===== config.mk =====
export PLATFORM = sky130hd
export DESIGN_NAME = alu_core
export DESIGN_NICKNAME = d
export VERILOG_FILES = /design/src/rtl/alu_pkg.sv /design/src/rtl/alu_addsub.sv /design/src/rtl/alu_logic.sv /design/src/rtl/alu_decadj.sv /design/src/rtl/alu_core.sv
export SDC_FILE = /design/constraint.sdc
export NUM_CORES = 1
export LEC_CHECK = 0
export BUFFER_PORTS_ARGS = -buffer_cell sky130_fd_sc_hd__buf_2
export CORE_UTILIZATION = 55
export DETAILED_ROUTE_END_ITERATION = 16
export PLACE_DENSITY = 0.88
export SYNTH_ARGS = -nofsm -noshare
export SYNTH_HDL_FRONTEND = slang
export SYNTH_SLANG_ARGS = --single-unit

===== constraint.sdc =====
create_clock -name vclk -period 8.3
set_input_delay 1.66 -clock vclk [all_inputs]
set_output_delay 1.66 -clock vclk [all_outputs]
set_load 0.01 [all_outputs]

===== src/rtl/alu_pkg.sv =====
package alu_pkg;

    localparam int unsigned FLAG_W = 6;

    typedef enum logic [3:0] {
        OP_ADD  = 4'd0,
        OP_OR   = 4'd1,
        OP_ADC  = 4'd2,
        OP_SBB  = 4'd3,
        OP_AND  = 4'd4,
        OP_SUB  = 4'd5,
        OP_XOR  = 4'd6,
        OP_CMP  = 4'd7,
        OP_INC  = 4'd8,
        OP_DEC  = 4'd9,
        OP_DADD = 4'd10,
        OP_DSUB = 4'd11
    } alu_op_e;

    typedef enum logic [1:0] {
        W_8   = 2'd0,
        W_16  = 2'd1,
        W_32  = 2'd2,
        W_32X = 2'd3
    } alu_width_e;

    // packed MSB first: bit 5 = o ... bit 0 = c
    typedef struct packed {
        logic o;
        logic s;
        logic z;
        logic a;
        logic p;
        logic c;
    } alu_flags_t;

    function automatic int unsigned width_bits(alu_width_e w);
        case (w)
            W_8:     return 8;
            W_16:    return 16;
            default: return 32;
        endcase
    endfunction

    function automatic logic even_ones8(logic [7:0] v);
        return ~(^v);
    endfunction

    function automatic logic is_logic_op(alu_op_e op);
        return (op == OP_OR) || (op == OP_AND) || (op == OP_XOR);
    endfunction

    function automatic logic is_arith_op(alu_op_e op);
        return (op == OP_ADD) || (op == OP_ADC) || (op == OP_SUB) ||
               (op == OP_SBB) || (op == OP_CMP);
    endfunction

endpackage


===== src/rtl/alu_addsub.sv =====
module alu_addsub
    import alu_pkg::*;
#(
    parameter int unsigned DATA_W = 32
) (
    input  logic [DATA_W-1:0] a_i,
    input  logic [DATA_W-1:0] b_i,
    input  logic              cin_i,
    input  logic              sub_i,
    input  logic [DATA_W-1:0] mask_i,
    input  alu_width_e        width_i,
    output logic [DATA_W-1:0] sum_o,
    output logic              carry_o,
    output logic              aux_o,
    output logic              ovf_o
);
    localparam int unsigned IDX_W = $clog2(DATA_W + 1);

    logic [DATA_W:0]    am, bm, cm, ext;
    logic [IDX_W-1:0]   top_idx, sgn_idx;
    logic               sa, sb, sr;

    always_comb begin
        top_idx = IDX_W'(width_bits(width_i));
        sgn_idx = IDX_W'(width_bits(width_i) - 1);
        am      = {1'b0, a_i & mask_i};
        bm      = {1'b0, b_i & mask_i};
        cm      = {{DATA_W{1'b0}}, cin_i};
        ext     = sub_i ? (am - bm - cm) : (am + bm + cm);
        sum_o   = ext[DATA_W-1:0] & mask_i;
        carry_o = ext[top_idx];
        aux_o   = am[4] ^ bm[4] ^ ext[4];
        sa      = am[sgn_idx];
        sb      = bm[sgn_idx];
        sr      = ext[sgn_idx];
        ovf_o   = sub_i ? ((sa != sb) && (sr != sa)) : ((sa == sb) && (sr != sa));
    end

    always_comb begin
        if (sub_i && !cin_i) begin
            AST_BORROW_MATCHES_ORDER: assert (carry_o == (am < bm))
                else $error("borrow does not match operand order");
        end
    end

endmodule


===== src/rtl/alu_logic.sv =====
module alu_logic
    import alu_pkg::*;
#(
    parameter int unsigned DATA_W = 32
) (
    input  logic [DATA_W-1:0] a_i,
    input  logic [DATA_W-1:0] b_i,
    input  alu_op_e           op_i,
    input  logic [DATA_W-1:0] mask_i,
    output logic [DATA_W-1:0] res_o
);
    logic [DATA_W-1:0] raw;

    always_comb begin
        case (op_i)
            OP_OR:   raw = a_i | b_i;
            OP_AND:  raw = a_i & b_i;
            OP_XOR:  raw = a_i ^ b_i;
            default: raw = '0;
        endcase
        res_o = raw & mask_i;
    end

endmodule


===== src/rtl/alu_decadj.sv =====
module alu_decadj (
    input  logic [7:0] byte_i,
    input  logic       aux_i,
    input  logic       carry_i,
    input  logic       sub_i,
    output logic [7:0] byte_o,
    output logic       aux_o,
    output logic       carry_o
);
    logic       fix_lo, fix_hi;
    logic [7:0] lo_amt, hi_amt, mid;

    always_comb begin
        fix_lo  = (byte_i[3:0] > 4'd9) || aux_i;
        fix_hi  = (byte_i > 8'h99) || carry_i;
        lo_amt  = fix_lo ? 8'h06 : 8'h00;
        hi_amt  = fix_hi ? 8'h60 : 8'h00;
        mid     = sub_i ? (byte_i - lo_amt) : (byte_i + lo_amt);
        byte_o  = sub_i ? (mid - hi_amt) : (mid + hi_amt);
        aux_o   = fix_lo;
        carry_o = fix_hi;
    end

endmodule


===== src/rtl/alu_core.sv =====
module alu_core
    import alu_pkg::*;
#(
    parameter int unsigned DATA_W = 32
) (
    input  logic [3:0]        op_i,
    input  logic [1:0]        width_i,
    input  logic [DATA_W-1:0] a_i,
    input  logic [DATA_W-1:0] b_i,
    input  logic [5:0]        flags_i,
    output logic [DATA_W-1:0] result_o,
    output logic [5:0]        flags_o,
    output logic              wr_en_o
);
    localparam int unsigned IDX_W = $clog2(DATA_W + 1);

    alu_op_e           op;
    alu_width_e        wsel;
    alu_flags_t        fin, fout;
    logic [DATA_W-1:0] wmask;
    logic [IDX_W-1:0]  sgn_idx;

    logic [DATA_W-1:0] as_b, as_sum, lg_res;
    logic              as_cin, as_sub, as_c, as_a, as_o;
    logic [7:0]        dj_byte;
    logic              dj_a, dj_c;
    logic              cls_arith, cls_logic, cls_step, cls_dec, cls_rsv;

    always_comb begin
        op        = alu_op_e'(op_i);
        wsel      = alu_width_e'(width_i);
        fin       = alu_flags_t'(flags_i);
        wmask     = {DATA_W{1'b1}} >> (DATA_W - width_bits(wsel));
        sgn_idx   = IDX_W'(width_bits(wsel) - 1);
        cls_arith = is_arith_op(op);
        cls_logic = is_logic_op(op);
        cls_step  = (op == OP_INC) || (op == OP_DEC);
        cls_dec   = (op == OP_DADD) || (op == OP_DSUB);
        cls_rsv   = (op_i > 4'd11);
    end

    // operand steering into the shared adder
    always_comb begin
        as_b   = b_i;
        as_cin = 1'b0;
        as_sub = 1'b0;
        case (op)
            OP_ADC:  as_cin = fin.c;
            OP_SBB:  begin as_sub = 1'b1; as_cin = fin.c; end
            OP_SUB,
            OP_CMP:  as_sub = 1'b1;
            OP_INC:  as_b = {{(DATA_W-1){1'b0}}, 1'b1};
            OP_DEC:  begin as_b = {{(DATA_W-1){1'b0}}, 1'b1}; as_sub = 1'b1; end
            default: ;
        endcase
    end

    alu_addsub #(.DATA_W(DATA_W)) u_addsub (
        .a_i     (a_i),
        .b_i     (as_b),
        .cin_i   (as_cin),
        .sub_i   (as_sub),
        .mask_i  (wmask),
        .width_i (wsel),
        .sum_o   (as_sum),
        .carry_o (as_c),
        .aux_o   (as_a),
        .ovf_o   (as_o)
    );

    alu_logic #(.DATA_W(DATA_W)) u_logic (
        .a_i    (a_i),
        .b_i    (b_i),
        .op_i   (op),
        .mask_i (wmask),
        .res_o  (lg_res)
    );

    alu_decadj u_decadj (
        .byte_i  (a_i[7:0]),
        .aux_i   (fin.a),
        .carry_i (fin.c),
        .sub_i   (op == OP_DSUB),
        .byte_o  (dj_byte),
        .aux_o   (dj_a),
        .carry_o (dj_c)
    );

    always_comb begin
        result_o = '0;
        fout     = '0;
        wr_en_o  = 1'b1;
        if (cls_arith || cls_step) begin
            result_o = as_sum;
            fout.o   = as_o;
            fout.a   = as_a;
            fout.c   = cls_step ? fin.c : as_c;
            fout.s   = as_sum[sgn_idx];
            fout.z   = (as_sum == '0);
            fout.p   = even_ones8(as_sum[7:0]);
            wr_en_o  = (op != OP_CMP);
        end else if (cls_logic) begin
            result_o = lg_res;
            fout.s   = lg_res[sgn_idx];
            fout.z   = (lg_res == '0);
            fout.p   = even_ones8(lg_res[7:0]);
        end else if (cls_dec) begin
            result_o = {a_i[DATA_W-1:8], dj_byte};
            fout.a   = dj_a;
            fout.c   = dj_c;
            fout.s   = dj_byte[7];
            fout.z   = (dj_byte == 8'h00);
            fout.p   = even_ones8(dj_byte);
        end else begin
            fout     = fin;
            wr_en_o  = 1'b0;
        end
        flags_o = fout;
    end

    always_comb begin
        if (cls_logic) begin
            AST_LOGIC_CLEARS_OAC: assert (!flags_o[5] && !flags_o[2] && !flags_o[0])
                else $error("logical op left O, A or C set");
        end
        if (op == OP_CMP) begin
            AST_CMP_NO_WRITE: assert (!wr_en_o)
                else $error("compare asserted write-enable");
        end
        if (cls_step) begin
            AST_STEP_KEEPS_C: assert (flags_o[0] == flags_i[0])
                else $error("inc/dec changed carry");
        end
        if (cls_arith || cls_step || cls_logic) begin
            AST_UPPER_BITS_ZERO: assert ((result_o & ~wmask) == '0)
                else $error("result bits above width not zero");
        end
        if (cls_dec) begin
            AST_DEC_UPPER_AND_O: assert (!flags_o[5] && (result_o[DATA_W-1:8] == a_i[DATA_W-1:8]))
                else $error("decimal adjust touched O or upper bits");
        end
        if (cls_rsv) begin
            AST_RESERVED_HOLD: assert (!wr_en_o && (flags_o == flags_i) && (result_o == '0))
                else $error("reserved op not inert");
        end
    end

endmodule


Yosys cells after proc, flatten, opt, wreduce, memory -nomap -nowiden
Cells that the tools add are included.
{"block": "word_totals", "ff_bits": 0, "output_inout_bits": 39}
{"block": "op_classes", "n_addsub": 10, "order_cmp": 5, "eq_ne": 16, "n_shift": 1, "mux": 38, "bitwise_logic": 12, "n_reduce_logical": 24}
{"operator": "$and 32x32->32", "n": 5}
{"operator": "$mux 32", "n": 4}
{"operator": "$pmux 32 s3", "n": 1}
{"operator": "$logic_not 32->1", "n": 2}
{"operator": "$add 32x32->33", "n": 1}
{"operator": "$add 33x1->33", "n": 1}
{"operator": "$mux 33", "n": 1}
{"operator": "$sub 32x32->33", "n": 1}
{"operator": "$sub 33x1->33", "n": 1}
{"operator": "$or 32x32->32", "n": 1}
{"operator": "$shr 32x32->32 const A", "n": 1}
{"operator": "$sub 6x32->32 const A", "n": 1}
{"operator": "$xor 32x32->32", "n": 1}
{"operator": "$bmux 1 s6", "n": 4}
{"operator": "$reduce_xor 8->1", "n": 3}
{"operator": "$mux 1", "n": 18}
{"operator": "$add 8x8->8", "n": 2}
{"operator": "$eq 4x3->1 const B", "n": 4}
{"operator": "$eq 4x4->1 const B", "n": 4}
{"operator": "$mux 8", "n": 2}
{"operator": "$sub 8x8->8", "n": 2}
{"operator": "$lt 6x7->1 const B", "n": 2}
{"operator": "$pmux 6 s2", "n": 1}
{"operator": "$logic_or 1x1->1", "n": 11}
{"operator": "24 further kinds", "n": 32}

Longest topological paths before layout
Gate-level depths: netlist of the first run.
{"block": "depth", "ltp_word": 14, "depth_mapped": 27, "mapped_depth_nobuf": 25}

Cells and area by module
Synthesis of the first run repeated with hierarchy kept, for this count alone.
{"block": "hier_totals", "cells_unflattened": 1306, "area_unflattened_um2": 9100.0}
{"module": "alu_addsub", "instances": 1, "cells_per_inst": 715, "area_per_inst_um2": 5072.4, "seq_area_each_um2": 0.0}
{"module": "alu_logic", "instances": 1, "cells_per_inst": 271, "area_per_inst_um2": 1931.9, "seq_area_each_um2": 0.0}
{"module": "alu_core", "instances": 1, "cells_per_inst": 257, "area_per_inst_um2": 1632.8, "seq_area_each_um2": 0.0}
{"module": "alu_decadj", "instances": 1, "cells_per_inst": 63, "area_per_inst_um2": 462.9, "seq_area_each_um2": 0.0}

Worst setup path after synthesis of the first run
OpenSTA, ideal clock, no wires.
{"block": "synth_path", "path_kind": "input to output", "startpoint": "input width_i[1]", "endpoint": "output flags_o[3]", "arrival_time_ps": 7027, "t_required_ps": 6640, "slack_ps": -387, "stages": 26, "cell_sequence": "nor2_4 -> clkinv_1 -> clkbuf_1 -> buf_1 -> ha_1 -> buf_2 -> xnor2_2 -> nand2b_1 -> clkbuf_1 -> clkbuf_1 -> nor3_1 -> ha_1 -> clkbuf_1 -> inv_1 -> ha_1 -> nand4_1 -> nand2b_1 -> o211ai_1 -> a21o_1 -> a221oi_2 -> o31ai_1 -> a311oi_1 -> mux2i_1 -> nand3_1 -> a2111o_1 -> o21ai_1"}
{"block": "synth_via", "elab_chain_cells": 11, "elab_cells_between_ends": 18, "classes_between": "5 x add/sub; 1 x eq/ne; 1 x shift; 4 x mux; 4 x bitwise; 3 x reduce/logical"}
{"element": "from (decl)", "line": "alu_core.sv:7", "rtl": "input logic [1:0] width_i,"}
{"element": "$eq 2x1->1 / $logic_not 2->1 (equally long branches)", "line": "alu_pkg.sv:38", "rtl": "case (w)"}
{"element": "$pmux 6 s2 *", "line": "alu_pkg.sv:38"}
{"element": "$sub 6x32->32 *", "line": "alu_core.sv:33", "rtl": "wmask = {DATA_W{1'b1}} >> (DATA_W - width_bits(wsel));"}
{"element": "$shr 32x32->32 *", "line": "alu_core.sv:33"}
{"element": "$and 32x32->32, on equally long branches", "line": "alu_addsub.sv:26, alu_addsub.sv:27"}
{"element": "$add 32x32->33 / $sub 32x32->33 (equally long branches)", "line": "alu_addsub.sv:29", "rtl": "ext = sub_i ? (am - bm - cm) : (am + bm + cm);"}
{"element": "$add 33x1->33 / $sub 33x1->33 (equally long branches)", "line": "alu_addsub.sv:29"}
{"element": "$mux 33", "line": "alu_addsub.sv:29"}
{"element": "$and 32x32->32", "line": "alu_addsub.sv:30", "rtl": "sum_o = ext[DATA_W-1:0] & mask_i;"}
{"element": "$logic_not 32->1", "line": "alu_core.sv:99", "rtl": "fout.z = (as_sum == '0);"}
{"element": "$mux 6 *", "line": "alu_core.sv:93", "rtl": "if (cls_arith || cls_step) begin"}
{"element": "to (decl)", "line": "alu_core.sv:12", "rtl": "output logic [5:0] flags_o,"}
Mark *: on every way between the ends. The rest lies on a longest branch, timed or not.

Worst setup path after layout of the first run
Same ends and word-level chain as after synthesis.

==> impl_results.md, run 1 <==
- Antenna Cells: 0
- Leakage power: 0.00484 µW
- Initial core utilization: 56.3%
- Clock buf count: 0
- Ratio of cells with drive above 1 in the final layout: 16.0%
- Max-Cap Viols: 0
- DR WL/cell: 19.4 µm
- Maximum fanout along the worst path: 22
- Drt first pass iters: 8
- CP startpoint kind: input pin
- Yosys cell types: 90
- Placed Area: 0.00955 mm²
- Final-report max-slew violation count: 0
- RSZ-0062 raised after global routing: true
- Final Setup Violations: 0
- Die ar.: 0.0160 mm²
- Cell Chain, Critical Path: buf_2 -> nand2b_1 -> ha_1 -> xnor2_2 -> buf_6 -> nand2_1 -> ha_1 -> inv_1 -> ha_1 -> and3_1 -> a221oi_4 -> o211a_2 -> a21oi_1 -> a21boi_0 -> o21ai_0 -> mux2i_1 -> a211oi_1 -> nor4b_1 -> nand4_1 -> o21ai_2 -> buf_2
- PostCTS Resize Cnt: 0
- Yosys top cell area share: 26.1%
- Worst Hold Class: input pin to primary output
- Height of the chip: 126 µm
- Row count: 45
- Crit-path most repeated cell: ha_1
- Initial antenna violation count: 0
- Postcts setup bufs: 0
- Commonest cells in the synthesized netlist: ha_1, inv_1, nor2_1, nand2_1, a21oi_1
- First-pass GRT wire length: 47,600 µm
- Total congestion overflow: 0
- Most common cell in the netlist: ha_1
- Core Util, Final: 63.7%
- Pin count of the biggest net entering global routing: 29
- Die width: 126 µm
- IO Count: 115
- Worst min-delay path startpoint: flags_i[5]
- GPL Wtd Cong: 1.13
- Fin crit period: 8150 ps
- Core Region: 0.0151 mm²
- Netlist area before placement: 0.00852 mm²
- Syn_nets: 1,514
- Number of global-route vias before repair: 9,763
- Antenna viol nets, final: 0
- CP max stage cell: a211oi_1
- Hold path depth: 4
- Worst EP required: 6640 ps
- CP arrival: 6490 ps
- FFs & Latches: 0
- Mapped Cells: 1,256
- Final setup TNS: 0 ps
- Worst setup path class: input pin to primary output
- # fillers: 1,297
- Synth area leader: ha_1
- Synthesis warning total: 0
- PD cells: 117 mW/mm²
- Top cells by area, synth: ha_1, inv_1, nor2_1, a21oi_1, xnor2_1
- # hold bufs at CTS: 0
- Worst Setup End Kind: primary output
- GRT Total Usage: 36.5%
- Synth Area per Inst: 6.79 µm²
- Period utilization: 98.2%
- Avg Vias per Cell: 6.75
- Outcome: finished clean
- Pre-CTS WS: 51.3 ps
- Maximum vdd drop: 0.0596 mV
- Setup WS post-layout: 153 ps
- Hold Vio Cnt, Final: 0
- Worst Hold Path EP: flags_o[5]
- IO buf count: 115
- Post-synthesis sequential area ratio: 0%
- Area grow syn2layout: 13.1%
- Vias: 10,500
- NumNets Final: 1,624
- Register area: 0 µm²
- Actual slew at the worst max-slew pin: 984 ps
- Final wirelength: 30,100 µm
- Slew margin rel.: 34.4%
- Final HPWL DP: 24,100 µm
- Largest stage delay on the critical path: 560 ps
- Fmax: 0.123 GHz
- DRC Markers: 0
- Design Area, Final: 0.00964 mm²
- Number of DRC markers in iteration 0: 1,162
[worst max path at each step]
stage | startpoint | endpoint | depth (start not counted)
after global placement | width_i[1] | flags_o[3] | 23
after floorplan | width_i[0] | flags_o[3] | 23
after global routing | width_i[1] | flags_o[4] | 22
final | width_i[1] | flags_o[3] | 21
after CTS | width_i[1] | flags_o[3] | 23
after detailed placement | width_i[1] | flags_o[3] | 23
[through the flow]
step                std cells  power (µW)  hold slack (ps)
CTS                      1552        1060             3660
floorplan                1256         771             3450
global placement         1552        1030             3650
detailed placement       1552        1060             3650
finish                   1552        1130             3650
global route             1552        1220             3680
[layer usage]
metal / track usage, % / up-vias / wire length (µm)
met4: 20.3 / 0 / 2090
met3: 8.73 / 195 / 3910
li1: - / 4753 / -
met1: 44.1 / 4800 / 10900
met5: 0 / - / 0
met2: 59.5 / 721 / 13100
[power by group]
| group | internal (µW) | total [µW] | switching [µW] |
|---|---|---|---|
| Combinational | 459 | 1130 | 671 |
| Clock | 0 | 0 | 0 |
| Sequential | 0 | 0 | 0 |
[critical path: cells and delay by family]
family	cells	cell delay [ps]
AOI/OAI and AO/OA	7	2040
adders and majority gates	3	970
and+or+nand+nor	5	850
buffers and inverters	4	590
xor gates and xnor gates	1	210
muxes	1	160
[cell usage in the layout, fill, tap and decap left out, types with 7 or more instances in the layout]
cell type  Yosys  final
o21a_1        14     14
nor2_1       128    128
a221oi_1      26     26
o21bai_1       8      8
a21o_1        12     12
buf_2          2    115
a21oi_1       74     74
o221ai_1      10     10
a31oi_1       11     11
nand3_1       33     33
and2_1         8      8
or3_1          7      7
nor4_1        17     15
a211o_1        9      9
o211ai_1      15     15
mux2i_1       15     15
nand4_1       11     11
ha_1         178    178
a221o_1       13     13
xnor2_1       41     41
buf_4          2     49
a211oi_1      13     13
a22oi_1       10     10
o31ai_1       13     12
nand2_1       85     85
nor3_1        57     53
nor2b_1       12     12
inv_1        164    164
xor2_1        19     19
nand2b_1      18     18
o21ai_0       58     58
[layout make-up]
class / instances / area [µm²] / area share, %
inverters: 169 / 639 / 6.63
multi-input cells: 1029 / 7790 / 80.8
well taps: 188 / 235 / 2.44
repair buffers: 166 / 975 / 10.1
[cell families (layout without fill, tap and decap cells)]
kind of cell / after synthesis / count (layout) / share of synthesized area (%)
AOI/OAI and AO/OA: 358 / 358 / 30.8
xor gates and xnor gates: 61 / 61 / 6.36
adders and majority gates: 182 / 182 / 27.1
buffers and inverters: 227 / 335 / 10.1
muxes: 17 / 17 / 2.16
and+or+nand+nor: 411 / 411 / 23.6
No activity file was read; power rests on OpenSTA's default activity.
==> run 2, diff against run 1 <==
--- a/config.mk
+++ b/config.mk
@@ -9,6 +9,7 @@
 export CORE_UTILIZATION = 55
 export DETAILED_ROUTE_END_ITERATION = 16
 export PLACE_DENSITY = 0.88
+export REMOVE_ABC_BUFFERS = 1
 export SYNTH_ARGS = -nofsm -noshare
 export SYNTH_HDL_FRONTEND = slang
 export SYNTH_SLANG_ARGS = --single-unit
==> impl_results.md, run 2 (synthesis results as in run 1) <==
- Max-Cap Viols: 0
- Pin count of the biggest net entering global routing: 30
- Die width: 126 µm
- Hold Vio Cnt, Final: 0
- Avg Vias per Cell: 6.68
- Initial core utilization: 56.3%
- Maximum vdd drop: 0.0678 mV
- Final Setup Violations: 0
- CP delay by family, top: compound AO/OA/AOI/OAI gates
- Commonest non-fill, non-tap cell in the layout: ha_1
- FFs & Latches: 0
- Leakage power: 0.00485 µW
- Slew margin rel.: 27.3%
- Met3 wire length: 3190 µm
- Height of the chip: 126 µm
- Vias: 10,400
- WP buf/inv: 5
- Seq pwr share: 0%
- Ratio of cells with drive above 1 in the final layout: 16.7%
- GRT Total Usage: 35.3%
- Cell Chain, Critical Path: buf_2 -> nor2_4 -> clkinv_1 -> ha_2 -> xnor2_2 -> buf_4 -> nand2_1 -> ha_1 -> inv_1 -> ha_1 -> and3_1 -> a221oi_2 -> o211a_2 -> a2111oi_2 -> or3_1 -> a32o_1 -> o21ai_2 -> o31a_1 -> nor4b_2 -> nand4_1 -> o21ai_1 -> buf_2
- CP startpoint kind: input pin
- Worst EP required: 6640 ps
- Number of DRC markers in iteration 0: 1,384
- Design Area, Final: 0.00968 mm²
- Worst Setup End Kind: primary output
- Final-report max-slew violation count: 0
- DR WL/cell: 18.9 µm
- Antenna Cells: 0
- DR top layer: met4
- Actual slew at the worst max-slew pin: 1090 ps
- Maximum fanout along the worst path: 21
- Total congestion overflow: 0
- Largest stage delay on the critical path: 390 ps
- Placed Area: 0.00954 mm²
- Outcome: finished clean
- Comb power frac: 100.0%
- Initial antenna violation count: 0
- Worst Hold Class: input pin to primary output
- Final setup TNS: 0 ps
- DRC Markers: 0
- Antenna viol nets, final: 0
- Die ar.: 0.0160 mm²
- # fillers: 1,268
- Commonest non-fill, non-tap cells in the layout: ha_1, inv_1, nor2_1
- Area of the multi-input gates: 0.00783 mm²
- Core Region: 0.0151 mm²
- GPL Wtd Cong: 1.05
- Number of global-route vias before repair: 9,797
- IO buf count: 115
- Final HPWL DP: 23,600 µm
- CP arrival: 6490 ps
- Final wirelength: 29,400 µm
- PD cells: 117 mW/mm²
- Register area: 0 µm²
- Cell total after placement: 1,553
- Worst setup path class: input pin to primary output
- Non-filler instance count after layout: 1,554
- Row count: 45
- Drt first pass iters: 6
- Switching Share: 58.8%
- Internal: 467 µW
- CP max stage cell: or3_1
- Met1 wire length: 11,000 µm
- Clock buf count: 0
- Met2 WL: 13,400 µm
- First-pass GRT wire length: 46,900 µm
- Psw: 668 µW
- Fin crit period: 8150 ps
- Period utilization: 98.1%
- NumNets Final: 1,626
- IO Count: 115
- Area grow syn2layout: 13.6%
- Fmax: 0.123 GHz
- Clock share of power: 0%
==> run 2: per-layer routing <==
layer | track usage [%] | up-vias
li1 | - | 4767
met1 | 43.3 | 4712
met2 | 60.0 | 723
met3 | 4.64 | 171
met4 | 19.2 | 0
met5 | 0 | -
==> run 2: layout make-up <==
class	count	area share [%]
well taps	188	2.43
inverters	169	6.55
multi-input cells	1029	80.8
repair buffers	168	10.2
==> run 2: worst paths after layout <==
| check | startpoint | to | slack, ps | cells past startpoint |
|---|---|---|---|---|
| setup / recovery | width_i[1] | flags_o[3] | 150 | 22 |
| hold / removal | flags_i[5] | flags_o[5] | 3650 | 4 |
==> run 2: through the flow <==
stage / utilization (%) / setup WS [ps] / total power [µW] / hold WS (ps)
5_1_grt: 63.9 / -37.7 / 1220 / 3670
3_3_place_gp: 63.0 / 72.7 / 1020 / 3660
2_1_floorplan: - / -873 / 755 / 3390
4_1_cts: 63.0 / 6.85 / 1060 / 3650
3_5_place_dp: 63.0 / 21.4 / 1060 / 3650
6_report: 63.9 / 154 / 1130 / 3650
==> run 2: repair_timing <==
| action | in CTS | in global routing |
|---|---|---|
| endpoints found under the setup margin | 0 | 5 |
| hold buffers | 0 | 0 |
| setup buffers | 0 | 1 |
| resized for setup | 0 | 27 |
==> run 2: power by group through the flow <==
stage / combinational (µW) / sequential [µW] / clock (µW)
3_3_place_gp: 1020 / 0 / 0
5_1_grt: 1220 / 0 / 0
4_1_cts: 1060 / 0 / 0
6_report: 1130 / 0 / 0
3_5_place_dp: 1060 / 0 / 0
2_1_floorplan: 755 / 0 / 0
